`src/rtl/shift_unit_pkg.sv`:
```
package shift_unit_pkg;
  typedef enum logic [2:0] {
    OP_HOLD0 = 3'b000,
    OP_ROR   = 3'b001,
    OP_ROL   = 3'b010,
    OP_LSR   = 3'b011,
    OP_LSL   = 3'b100,
    OP_ASR   = 3'b101,
    OP_ASL   = 3'b110,
    OP_HOLD1 = 3'b111
  } shiftOp_e;

  typedef enum logic [1:0] {
    FILL_ZERO,
    FILL_WRAP,
    FILL_SIGN
  } fillSel_e;

  typedef struct packed {
    logic     doLoad;
    logic     doShift;
    logic     dirLeft;
    fillSel_e fill;
    logic     checkOvf;
  } shiftCtrl_t;
endpackage

```
`src/rtl/shift_unit_ctrl.sv`:
```
module shift_unit_ctrl
  import shift_unit_pkg::*;
(
  input  logic       load,
  input  logic [2:0] opCode,
  output shiftCtrl_t ctrl
);
  always_comb begin
    ctrl = '{doLoad: 1'b0, doShift: 1'b0, dirLeft: 1'b0,
             fill: FILL_ZERO, checkOvf: 1'b0};
    if (load) begin
      ctrl.doLoad = 1'b1;
    end else begin
      unique case (shiftOp_e'(opCode))
        OP_ROR: begin ctrl.doShift = 1'b1; ctrl.fill = FILL_WRAP; end
        OP_ROL: begin ctrl.doShift = 1'b1; ctrl.dirLeft = 1'b1; ctrl.fill = FILL_WRAP; end
        OP_LSR: begin ctrl.doShift = 1'b1; end
        OP_LSL: begin ctrl.doShift = 1'b1; ctrl.dirLeft = 1'b1; end
        OP_ASR: begin ctrl.doShift = 1'b1; ctrl.fill = FILL_SIGN; end
        OP_ASL: begin ctrl.doShift = 1'b1; ctrl.dirLeft = 1'b1; ctrl.checkOvf = 1'b1; end
        default: ;
      endcase
    end
  end
endmodule

```
`src/rtl/shift_unit_dp.sv`:
```
module shift_unit_dp
  import shift_unit_pkg::*;
#(
  parameter int WIDTH = 8
) (
  input  logic             clk,
  input  logic             rst,
  input  shiftCtrl_t       ctrl,
  input  logic [WIDTH-1:0] loadData,
  output logic [WIDTH-1:0] regQ,
  output logic             ovfQ
);
  localparam int MSB = WIDTH - 1;

  logic             fillBit;
  logic [WIDTH-1:0] shifted;
  logic             ovfNext;

  always_comb begin
    unique case (ctrl.fill)
      FILL_WRAP: fillBit = ctrl.dirLeft ? regQ[MSB] : regQ[0];
      FILL_SIGN: fillBit = regQ[MSB];
      default:   fillBit = 1'b0;
    endcase
    if (ctrl.dirLeft) shifted = {regQ[MSB-1:0], fillBit};
    else              shifted = {fillBit, regQ[MSB:1]};
    ovfNext = ctrl.checkOvf & (regQ[MSB] ^ regQ[MSB-1]);
  end

  always_ff @(posedge clk) begin
    if (rst) begin
      regQ <= '0;
      ovfQ <= 1'b0;
    end else begin
      if (ctrl.doLoad)       regQ <= loadData;
      else if (ctrl.doShift) regQ <= shifted;
      ovfQ <= ovfNext;
    end
  end
endmodule

```
`src/rtl/shift_unit.sv`:
```
module shift_unit
  import shift_unit_pkg::*;
#(
  parameter int WIDTH = 8
) (
  input  logic             clk,
  input  logic             rst,
  input  logic [2:0]       opCode,
  input  logic             load,
  input  logic [WIDTH-1:0] loadData,
  output logic [WIDTH-1:0] shiftOut,
  output logic             overflow
);
  shiftCtrl_t ctrl;

  shift_unit_ctrl i_ctrl (
    .load   (load),
    .opCode (opCode),
    .ctrl   (ctrl)
  );

  shift_unit_dp #(.WIDTH(WIDTH)) i_dp (
    .clk      (clk),
    .rst      (rst),
    .ctrl     (ctrl),
    .loadData (loadData),
    .regQ     (shiftOut),
    .ovfQ     (overflow)
  );
endmodule

```
`config.mk`:
```
export PLATFORM = sky130hd
export DESIGN_NAME = shift_unit
export DESIGN_NICKNAME = d
export VERILOG_FILES = /design/src/rtl/shift_unit_pkg.sv /design/src/rtl/shift_unit_ctrl.sv /design/src/rtl/shift_unit_dp.sv /design/src/rtl/shift_unit.sv
export SDC_FILE = /design/constraint.sdc
export NUM_CORES = 1
export LEC_CHECK = 0
export BUFFER_PORTS_ARGS = -buffer_cell sky130_fd_sc_hd__buf_2
export CAP_MARGIN = 20
export CORE_MARGIN = 1
export CORE_UTILIZATION = 44
export DETAILED_ROUTE_END_ITERATION = 8
export PLACE_DENSITY = 0.73
export SYNTH_ARGS = -nofsm -noshare
export SYNTH_HDL_FRONTEND = slang
export SYNTH_SLANG_ARGS = --single-unit
export TNS_END_PERCENT = 100
```
`constraint.sdc`:
```
create_clock -name clk -period 1.51 [get_ports clk]
set_clock_uncertainty 0.2 [all_clocks]
set_input_delay 0.151 -clock clk [delete_from_list [all_inputs] [get_ports clk]]
set_output_delay 0.151 -clock clk [all_outputs]
set_load 0.02 [all_outputs]
```
==> run_results.csv, run 1 <==
group,metric,value,unit
clock_network,cts-root-buf,"clkbuf_4",
power,max-vdd-ir-drop,0.450,mV
setup_path,cp_top_family,"compound AO/OA/AOI/OAI gates",
cells_and_area,antenna_cells,0,
place,dp.cells,124,
setup_path,worst-endpoint-arrival,1260,ps
global_routing,first_global_vias,577,
clock_network,cts_resized,0,
detailed_routing,firstDrtPassIters,3,
cells_and_area,nNetsFinal,129,
place,dp_hpwl,1180,um
sta,layout_worst_path_cycle_share,0.867,
setup_path,critical_path_cell_count,9,
sta,slew_violations,0,
place,gp_congestion,0.765,
place,port_buffers,22,
clock_network,cts_tree,"built",
die,ios,23,
global_routing,grt_max_degree,12,
sta,finalHoldViolations,0,
sta,slew_headroom,0.723,
die,initial_core_util,0.475,
yosys,synthesis.nets,100,
die,dieHeight,42.3,um
detailed_routing,via_per_inst,5.28,
global_routing,antenna_found_initial,0,
detailed_routing,drtIter0Drc,5,
setup_path,cp_slowest_stage_delay,180,ps
die,core,1510,um2
setup_path,reg2reg_depth,3,
sta,worstMarginPinSlew,414,ps
job,maxCapViolations,0,
setup_path,worstPathMaxFanout,3,
setup_path,cp_cell_sequence,"buf_2 > xnor2_2 > nor3_2 > inv_1 > ha_2 > a22oi_1 > o211ai_1 > o211ai_1 > nor2_1",
sta,timing.hold.ws,9.10,ps
setup_path,path_buf_inv,2,
cells_and_area,final_cell_mix,"buf_2 (22), nor2_1 (10), nand2_1 (10), dfxtp_1 (9), buf_4 (7)",
power,p_per_area,747,nW/um2
cells_and_area,areaGrowthSynthToFinish,25.3,%
yosys,synth_top_area_share,0.252,
clock_network,h-tree-depth,1,
cells_and_area,layout_commonest_cell,"buf_2",
yosys,synth.avg_cell_area,8.52,um2
clock_network,postCtsSetupBuffers,0,
global_routing,grt_pass1_wl,2500,um
setup_path,crit_path_end_kind,"flop",
detailed_routing,drt_wl_total,1520,um
cells_and_area,instances_no_fill,128,
min_path,min_delay_path_depth,2,
sta,fmaxAchievable,764,MHz
clock_network,max-clock-path-buffers,2,
setup_path,critPathMostFrequentCell,"o211ai_1",
sta,setup_viol,0,
clock_network,clk_latency,250,ps
detailed_routing,vias,676,
sta,fin_crit,1310,ps
yosys,yosysWarnings,0,
yosys,ys_seq_area_frac,0.252,
detailed_routing,drcViolationCount,0,
clock_network,path_clk_slew,60,ps
clock_network,numCtsBuffers,3,
yosys,synth_top_area_cell,"dfxtp_1",
clock_network,cts.sinks,9,
setup_path,cp-start-kind,"primary input",
die,rows,14,
clock_network,ctsHoldBuffers,0,
die,dieArea,1790,um2
global_routing,grt_use_total,0.183,
yosys,synth_cell_type_count,35,
setup_path,worstPathRequired,1460,ps
sta,fin_ws,200,ps
power,leakage,0.411,nW
yosys,yosys_register_bits,9,
global_routing,overflow,0,
die,die_w,42.3,um
detailed_routing,wl_per_cell,11.9,um
yosys,synth.cell_area,716,um2
setup_path,cp_slowest_cell,"nor3_2",
yosys,syn_inst,84,
sta,rsz0062_at_grt,"no",
yosys,synth_area_leaders,"dfxtp_1 (25%), mux2i_1 (5.6%), nand2_1 (5.2%), nor2_1 (5.2%), a21oi_2 (4.9%)",
detailed_routing,antenna_left,0,
place,place_ws,-73.0,ps
run_status,status,"finished, final reports clean",
setup_path,setup.worst_path.class,"in -> reg",
cells_and_area,drive_above_1_share,0.420,
min_path,hold_path.class,"in -> reg",
==> cells in the mapped netlist <==
master / instances
nor2_2: 1
xnor2_1: 2
o31ai_2: 1
nor3_1: 1
a21oi_1: 3
nor4_4: 1
dfxtp_1: 9
nor3b_1: 1
nor2b_4: 1
nand2b_1: 2
a21oi_2: 4
buf_1: 1
nand2_1: 10
a31o_4: 1
a31oi_2: 1
ha_1: 2
buf_6: 1
mux2i_1: 4
buf_12: 1
nor4b_1: 1
nand3b_1: 2
a22oi_1: 1
buf_2: 1
buf_4: 1
inv_1: 3
and3_1: 1
o211ai_1: 2
o21bai_4: 1
nand4b_1: 1
nand4_1: 2
or3_1: 2
nand3_1: 4
nor2_1: 10
or2b_1: 4
o21ai_1: 1
==> cell type report <==
| class | count | area (um2) |
|---|---|---|
| multi-input combinational | 67 | 497 |
| fill | 155 | 609 |
| inverter | 3 | 11.3 |
| sequential | 9 | 180 |
| tap | 16 | 20.0 |
| timing repair buffer | 29 | 163 |
| clock buffer | 4 | 26.3 |
==> per-stage QoR <==
step / power [mW] / setup TNS [ps] / area, um2 / utilization
after global placement: 0.490 / -61.9 / 871 / 0.578
after floorplan: 0.436 / -2.62 / 751 / -
final: 0.670 / 0 / 897 / 0.596
after global routing: 0.716 / 0 / 897 / 0.596
after detailed placement: 0.495 / -114 / 871 / 0.578
after CTS: 0.683 / 0 / 897 / 0.596
==> sequential cells by signal, summed over array words and instances (netlist names) <==
register / flops
i_dp.regQ: 8
i_dp.ovfQ: 1
==> worst paths after layout <==
check / to / slack, ps / from
min: i_dp.regQ[4] / 9 / rst
max: i_dp.regQ[7] / 200 / opCode[0]
min reg2reg: i_dp.regQ[2] / 270 / i_dp.regQ[2]
max reg2reg: i_dp.regQ[1] / 310 / i_dp.regQ[0]
==> worst register-to-register path: stages (launching register included) <==
cell     delay (ps)
dfxtp_1         340
or3_1           380
nand4_1          90
a21oi_1          60
==> power by group <==
group / switching (mW) / total [mW] / internal [mW]
registers: 0.0194 / 0.277 / 0.257
logic: 0.116 / 0.213 / 0.0964
clock network: 0.0796 / 0.181 / 0.102
total: 0.215 / 0.670 / 0.455
==> kinds of logic (layout without fill, tap and decap cells) <==
| logic type | after synthesis | after routing | share of synthesized area |
|---|---|---|---|
| AOI/OAI and AO/OA | 15 | 15 | 0.194 |
| xor gates and xnor gates | 2 | 2 | 0.0245 |
| adders and majority gates | 2 | 2 | 0.0350 |
| buffers and inverters | 8 | 36 | 0.0822 |
| DFF | 9 | 9 | 0.252 |
| muxes | 4 | 4 | 0.0559 |
| and+or+nand+nor | 44 | 44 | 0.357 |
==> layer usage <==
metal,up-vias,GRT usage,part of all wire
met2,15,0.274,0.46
met1,311,0.246,0.49
met3,2,0.0302,0.034
met5,-,0,0
li1,348,-,-
met4,0,0.106,0.013
(Power assumes the default switching activity.)
==> run 2: changes to the inputs <==
CELL_PAD_IN_SITES_DETAIL_PLACEMENT = 1   (was default)
CELL_PAD_IN_SITES_GLOBAL_PLACEMENT = 2   (was default)
CORE_UTILIZATION = 25   (was 44)
PLACE_DENSITY = default   (was 0.73)
PLACE_DENSITY_LB_ADDON = 0.1   (was default)
==> run 2 against run 1 <==
Against the previous run:
- final area up 3.8%
- critical path depth unchanged
- largest power group unchanged
- clock power up 4%
- non-clock buffer count rose by 2
==> run_results.csv, run 2 (same netlist as run 1, synthesis figures left out) <==
group,metric,value,unit
power,internal_power,0.459,mW
setup_path,worst-endpoint-arrival,1280,ps
global_routing,grt_max_degree,11,
power,swShare,0.331,
cells_and_area,seqCellArea,180,um2
place,dp_hpwl,1520,um
die,core,2730,um2
detailed_routing,via_per_inst,4.94,
die,dieHeight,55.5,um
cells_and_area,final_cell_mix,"buf_2 (22), nor2_1 (10), nand2_1 (10), dfxtp_1 (9), buf_4 (9)",
clock_network,cts.sinks,9,
clock_network,postCtsSetupBuffers,0,
sta,timing.hold.ws,21.6,ps
sta,fin_ws,178,ps
detailed_routing,antenna_left,0,
global_routing,grt_use_total,0.140,
power,p_per_area,737,nW/um2
cells_and_area,areaGrowthSynthToFinish,30.1,%
job,maxCapViolations,0,
setup_path,worstPathRequired,1460,ps
sta,rsz0062_at_grt,"no",
detailed_routing,drcViolationCount,0,
global_routing,antenna_found_initial,0,
die,initial_core_util,0.262,
sta,fin_tns_setup,0,ps
clock_network,ctsHoldBuffers,0,
sta,worstMarginPinSlew,468,ps
clock_network,max-clock-path-buffers,2,
min_path,min_delay_path_depth,2,
setup_path,crit_path_end_kind,"flop",
setup_path,path_buf_inv,2,
clock_network,cts_tree,"built",
setup_path,worstPathMaxFanout,3,
power,p_clk_frac,0.274,
global_routing,first_global_vias,729,
cells_and_area,antenna_cells,0,
clock_network,cts-root-buf,"clkbuf_4",
setup_path,cp_slowest_stage_delay,190,ps
cells_and_area,regMostFlops,"i_dp.regQ",
sta,finalHoldViolations,0,
detailed_routing,wl_per_cell,13.4,um
setup_path,cp_slowest_cell,"nor3_2",
cells_and_area,layout_commonest_cell,"buf_2",
setup_path,cp_cell_sequence,"buf_2 > xnor2_2 > nor3_2 > inv_1 > ha_2 > a22oi_1 > o211ai_1 > o211ai_1 > nor2_1",
detailed_routing,drt_wl_total,1940,um
sta,setup_viol,0,
cells_and_area,fillers,340,
clock_network,cts_resized,0,
die,rows,19,
detailed_routing,vias,717,
setup_path,critPathMostFrequentCell,"o211ai_1",
detailed_routing,firstDrtPassIters,2,
cells_and_area,nNetsFinal,131,
power,p_seq_frac,0.404,
sta,slew_violations,0,
power,comb_power_share,0.323,
setup_path,critical_path_cell_count,9,
power,leakage,0.420,nW
clock_network,numCtsBuffers,3,
sta,fmaxAchievable,751,MHz
global_routing,grt_pass1_wl,3350,um
place,gp_congestion,0.722,
die,ios,23,
place,place_ws,-108,ps
sta,fin_crit,1330,ps
setup_path,cp-start-kind,"primary input",
power,power_switching,0.227,mW
power,max-vdd-ir-drop,0.412,mV
setup_path,cp_top_family,"compound AO/OA/AOI/OAI gates",
min_path,hold_path.class,"in -> reg",
setup_path,reg2reg_depth,3,
cells_and_area,reg_top3,"i_dp.regQ (8), i_dp.ovfQ (1)",
global_routing,overflow,0,
run_status,status,"finished, final reports clean",
sta,slew_headroom,0.687,
cells_and_area,multi_input_area,497,um2
setup_path,setup.worst_path.class,"in -> reg",
clock_network,path_clk_slew,60,ps
clock_network,clk_latency,260,ps
cells_and_area,largest_reg_flops,8,
detailed_routing,drtIter0Drc,12,
die,die_w,55.5,um
sta,layout_worst_path_cycle_share,0.882,
place,port_buffers,22,
die,dieArea,3080,um2
cells_and_area,drive_above_1_share,0.430,
clock_network,h-tree-depth,1,
## run 2: power groups by stage
stage                     Sequential, mW  Combinational [mW]  Clock (mW)
after global routing               0.281               0.242       0.217
after global placement             0.283               0.222           0
final                              0.277               0.221       0.188
after detailed placement           0.283               0.224           0
after CTS                          0.278               0.225       0.198
after floorplan                    0.302               0.134           0
## run 2: final cells by class
class                      instances  area share
multi-input combinational         67       0.534
sequential                         9       0.194
timing repair buffer              31       0.191
tap                               31      0.0417
clock buffer                       4      0.0282
inverter                           3      0.0121
## run 2: path summary, 6_finish.rpt
| check | slack [ps] | endpoint | from |
|---|---|---|---|
| worst max register to register | 310 | i_dp.regQ[2] | i_dp.regQ[1] |
| worst max-delay path | 180 | i_dp.regQ[7] | opCode[0] |
| worst min register to register | 290 | i_dp.regQ[2] | i_dp.regQ[2] |
| worst min-delay path | 20 | i_dp.regQ[3] | rst |
## run 2: worst reg2reg max path: cells and delay by family (launching register included)
family,cells,cell delay [ps]
simple gates,2,470
flops,1,350
compound gates,1,70
## run 2: per-layer routing
metal | up-vias | global-route usage | part of all wire
met5 | - | 0 | 0
met4 | 0 | 0.0321 | 0.0062
met3 | 2 | 0.0515 | 0.044
met2 | 16 | 0.232 | 0.48
met1 | 347 | 0.172 | 0.47
li1 | 352 | - | -
## run 2: stage by stage
stage	std cells	area [um2]	util	power, mW
finish	145	931	0.341	0.686
detailed placement	141	905	0.331	0.508
CTS	145	931	0.341	0.701
global route	145	931	0.341	0.739
floorplan	84	751	-	0.436
global placement	141	905	0.331	0.505
==> run 3: changes to the inputs <==
SETUP_SLACK_MARGIN = 0.4   (was default)
SKIP_CTS_REPAIR_TIMING = 1   (was default)
==> run 3 against run 2 <==
Against the previous run:
- flip-flop and latch count is the same
- setup slack gained 27 ps
- power grew 12%
- wire length grew 12%
- clock power grew 5%
- clock-buffer cell count is the same
- critical path type unchanged
- critical endpoint unchanged
- largest cell class unchanged
- highest routed layer unchanged
==> run_results.csv, run 3 (same netlist as run 1, synthesis figures left out) <==
group,metric,value,unit
setup_path,setup.worst_path.class,"in -> reg",
global_routing,grt_max_degree,11,
sta,timing.hold.ws,13.3,ps
place,dp_hpwl,1490,um
die,die_w,55.5,um
sta,slew_violations,0,
die,dieArea,3080,um2
detailed_routing,vias,752,
global_routing,first_global_vias,718,
sta,finalHoldViolations,0,
sta,layout_worst_path_cycle_share,0.864,
cells_and_area,areaGrowthSynthToFinish,58.6,%
place,port_buffers,22,
detailed_routing,drt_wl_total,2180,um
cells_and_area,fin_util,0.415,
run_status,status,"finished, final reports clean",
sta,fin_tns_setup,0,ps
cells_and_area,reg_top3,"i_dp.regQ (8), i_dp.ovfQ (1)",
cells_and_area,regMostFlops,"i_dp.regQ",
cells_and_area,final_cell_mix,"buf_6 (12), buf_4 (12), buf_2 (11), nor2_1 (10), nand2_1 (6)",
die,core,2730,um2
cells_and_area,drive_above_1_share,0.587,
setup_path,worstPathMaxFanout,3,
job,maxCapViolations,0,
sta,fmaxAchievable,767,MHz
detailed_routing,wl_per_cell,14.3,um
sta,rsz0062_at_grt,"yes",
power,leakage,0.495,nW
clock_network,clk_latency,270,ps
clock_network,max-clock-path-buffers,2,
sta,slew_headroom,0.777,
setup_path,cp-start-kind,"primary input",
sta,setup_viol,0,
power,p_per_area,678,nW/um2
sta,fin_crit,1300,ps
cells_and_area,largest_reg_flops,8,
cells_and_area,antenna_cells,0,
global_routing,grt_use_total,0.135,
global_routing,antenna_found_initial,0,
power,max-vdd-ir-drop,0.387,mV
setup_path,worst-endpoint-arrival,1310,ps
die,rows,19,
setup_path,crit_path_end_kind,"flop",
die,initial_core_util,0.262,
detailed_routing,drcViolationCount,0,
clock_network,cts-root-buf,"clkbuf_4",
detailed_routing,firstDrtPassIters,4,
clock_network,path_clk_slew,70,ps
sta,worstMarginPinSlew,334,ps
clock_network,h-tree-depth,1,
detailed_routing,antenna_left,0,
cells_and_area,fillers,332,
place,gp_congestion,0.686,
global_routing,overflow,0,
global_routing,grt_pass1_wl,3240,um
die,dieHeight,55.5,um
cells_and_area,nNetsFinal,138,
setup_path,worstPathRequired,1510,ps
cells_and_area,instances_no_fill,152,
clock_network,cts.sinks,9,
clock_network,numCtsBuffers,3,
clock_network,cts_tree,"built",
die,ios,23,
detailed_routing,drtIter0Drc,5,
detailed_routing,via_per_inst,4.95,
min_path,hold_path.class,"in -> reg",
place,dp.cells,141,
run 3: changes by cell type in the layout (fill, tap and decap cells not counted), sizes merged:
cell | before | now
buf | 31 | 38
run 3: power breakdown:
| part | internal (mW) | switching, mW |
|---|---|---|
| Combinational | 0.152 | 0.136 |
| Sequential | 0.260 | 0.0251 |
| Clock | 0.102 | 0.0946 |
run 3: path summary, 6_finish.rpt:
path         slack [ps]           end  depth (start not counted)    startpoint
max                 210  i_dp.regQ[7]                          7     opCode[1]
min                  10  i_dp.regQ[4]                          2           rst
min reg2reg         270  i_dp.regQ[2]                          2  i_dp.regQ[2]
max reg2reg         270  i_dp.regQ[7]                          4  i_dp.regQ[7]
run 3: per-stage QoR:
stage | area, um2 | total power [mW] | setup slack, ps
after detailed placement | 920 | 0.512 | -133
after global routing | 1130 | 0.818 | 95.7
after floorplan | 753 | 0.437 | -2.62
final | 1130 | 0.770 | 206
after global placement | 920 | 0.508 | -76.3
after CTS | 946 | 0.717 | 150
run 3: metal layers:
layer	global-route usage	up-vias	share of wire	wire length, um
met4	0.0643	0	0.014	31
met5	0	-	0	0
li1	-	366	-	-
met1	0.169	361	0.46	1010
met2	0.219	21	0.48	1050
met3	0.0281	4	0.037	81
run 3: layout make-up:
type	count	area, um2	share of cell area
repair buffers	38	330	0.291
flip-flops and latches	9	194	0.171
clock buffers	4	26.3	0.0232
inverters	3	11.3	0.00992
multi-input cells	67	534	0.471
well taps	31	38.8	0.0342
run 3: critical path: stages:
cell and delay (ps):
buf_6 110, xnor2_2 120, nor3_2 210, ha_1 280, o211ai_1 210, o211ai_1 120, nor2_1 110
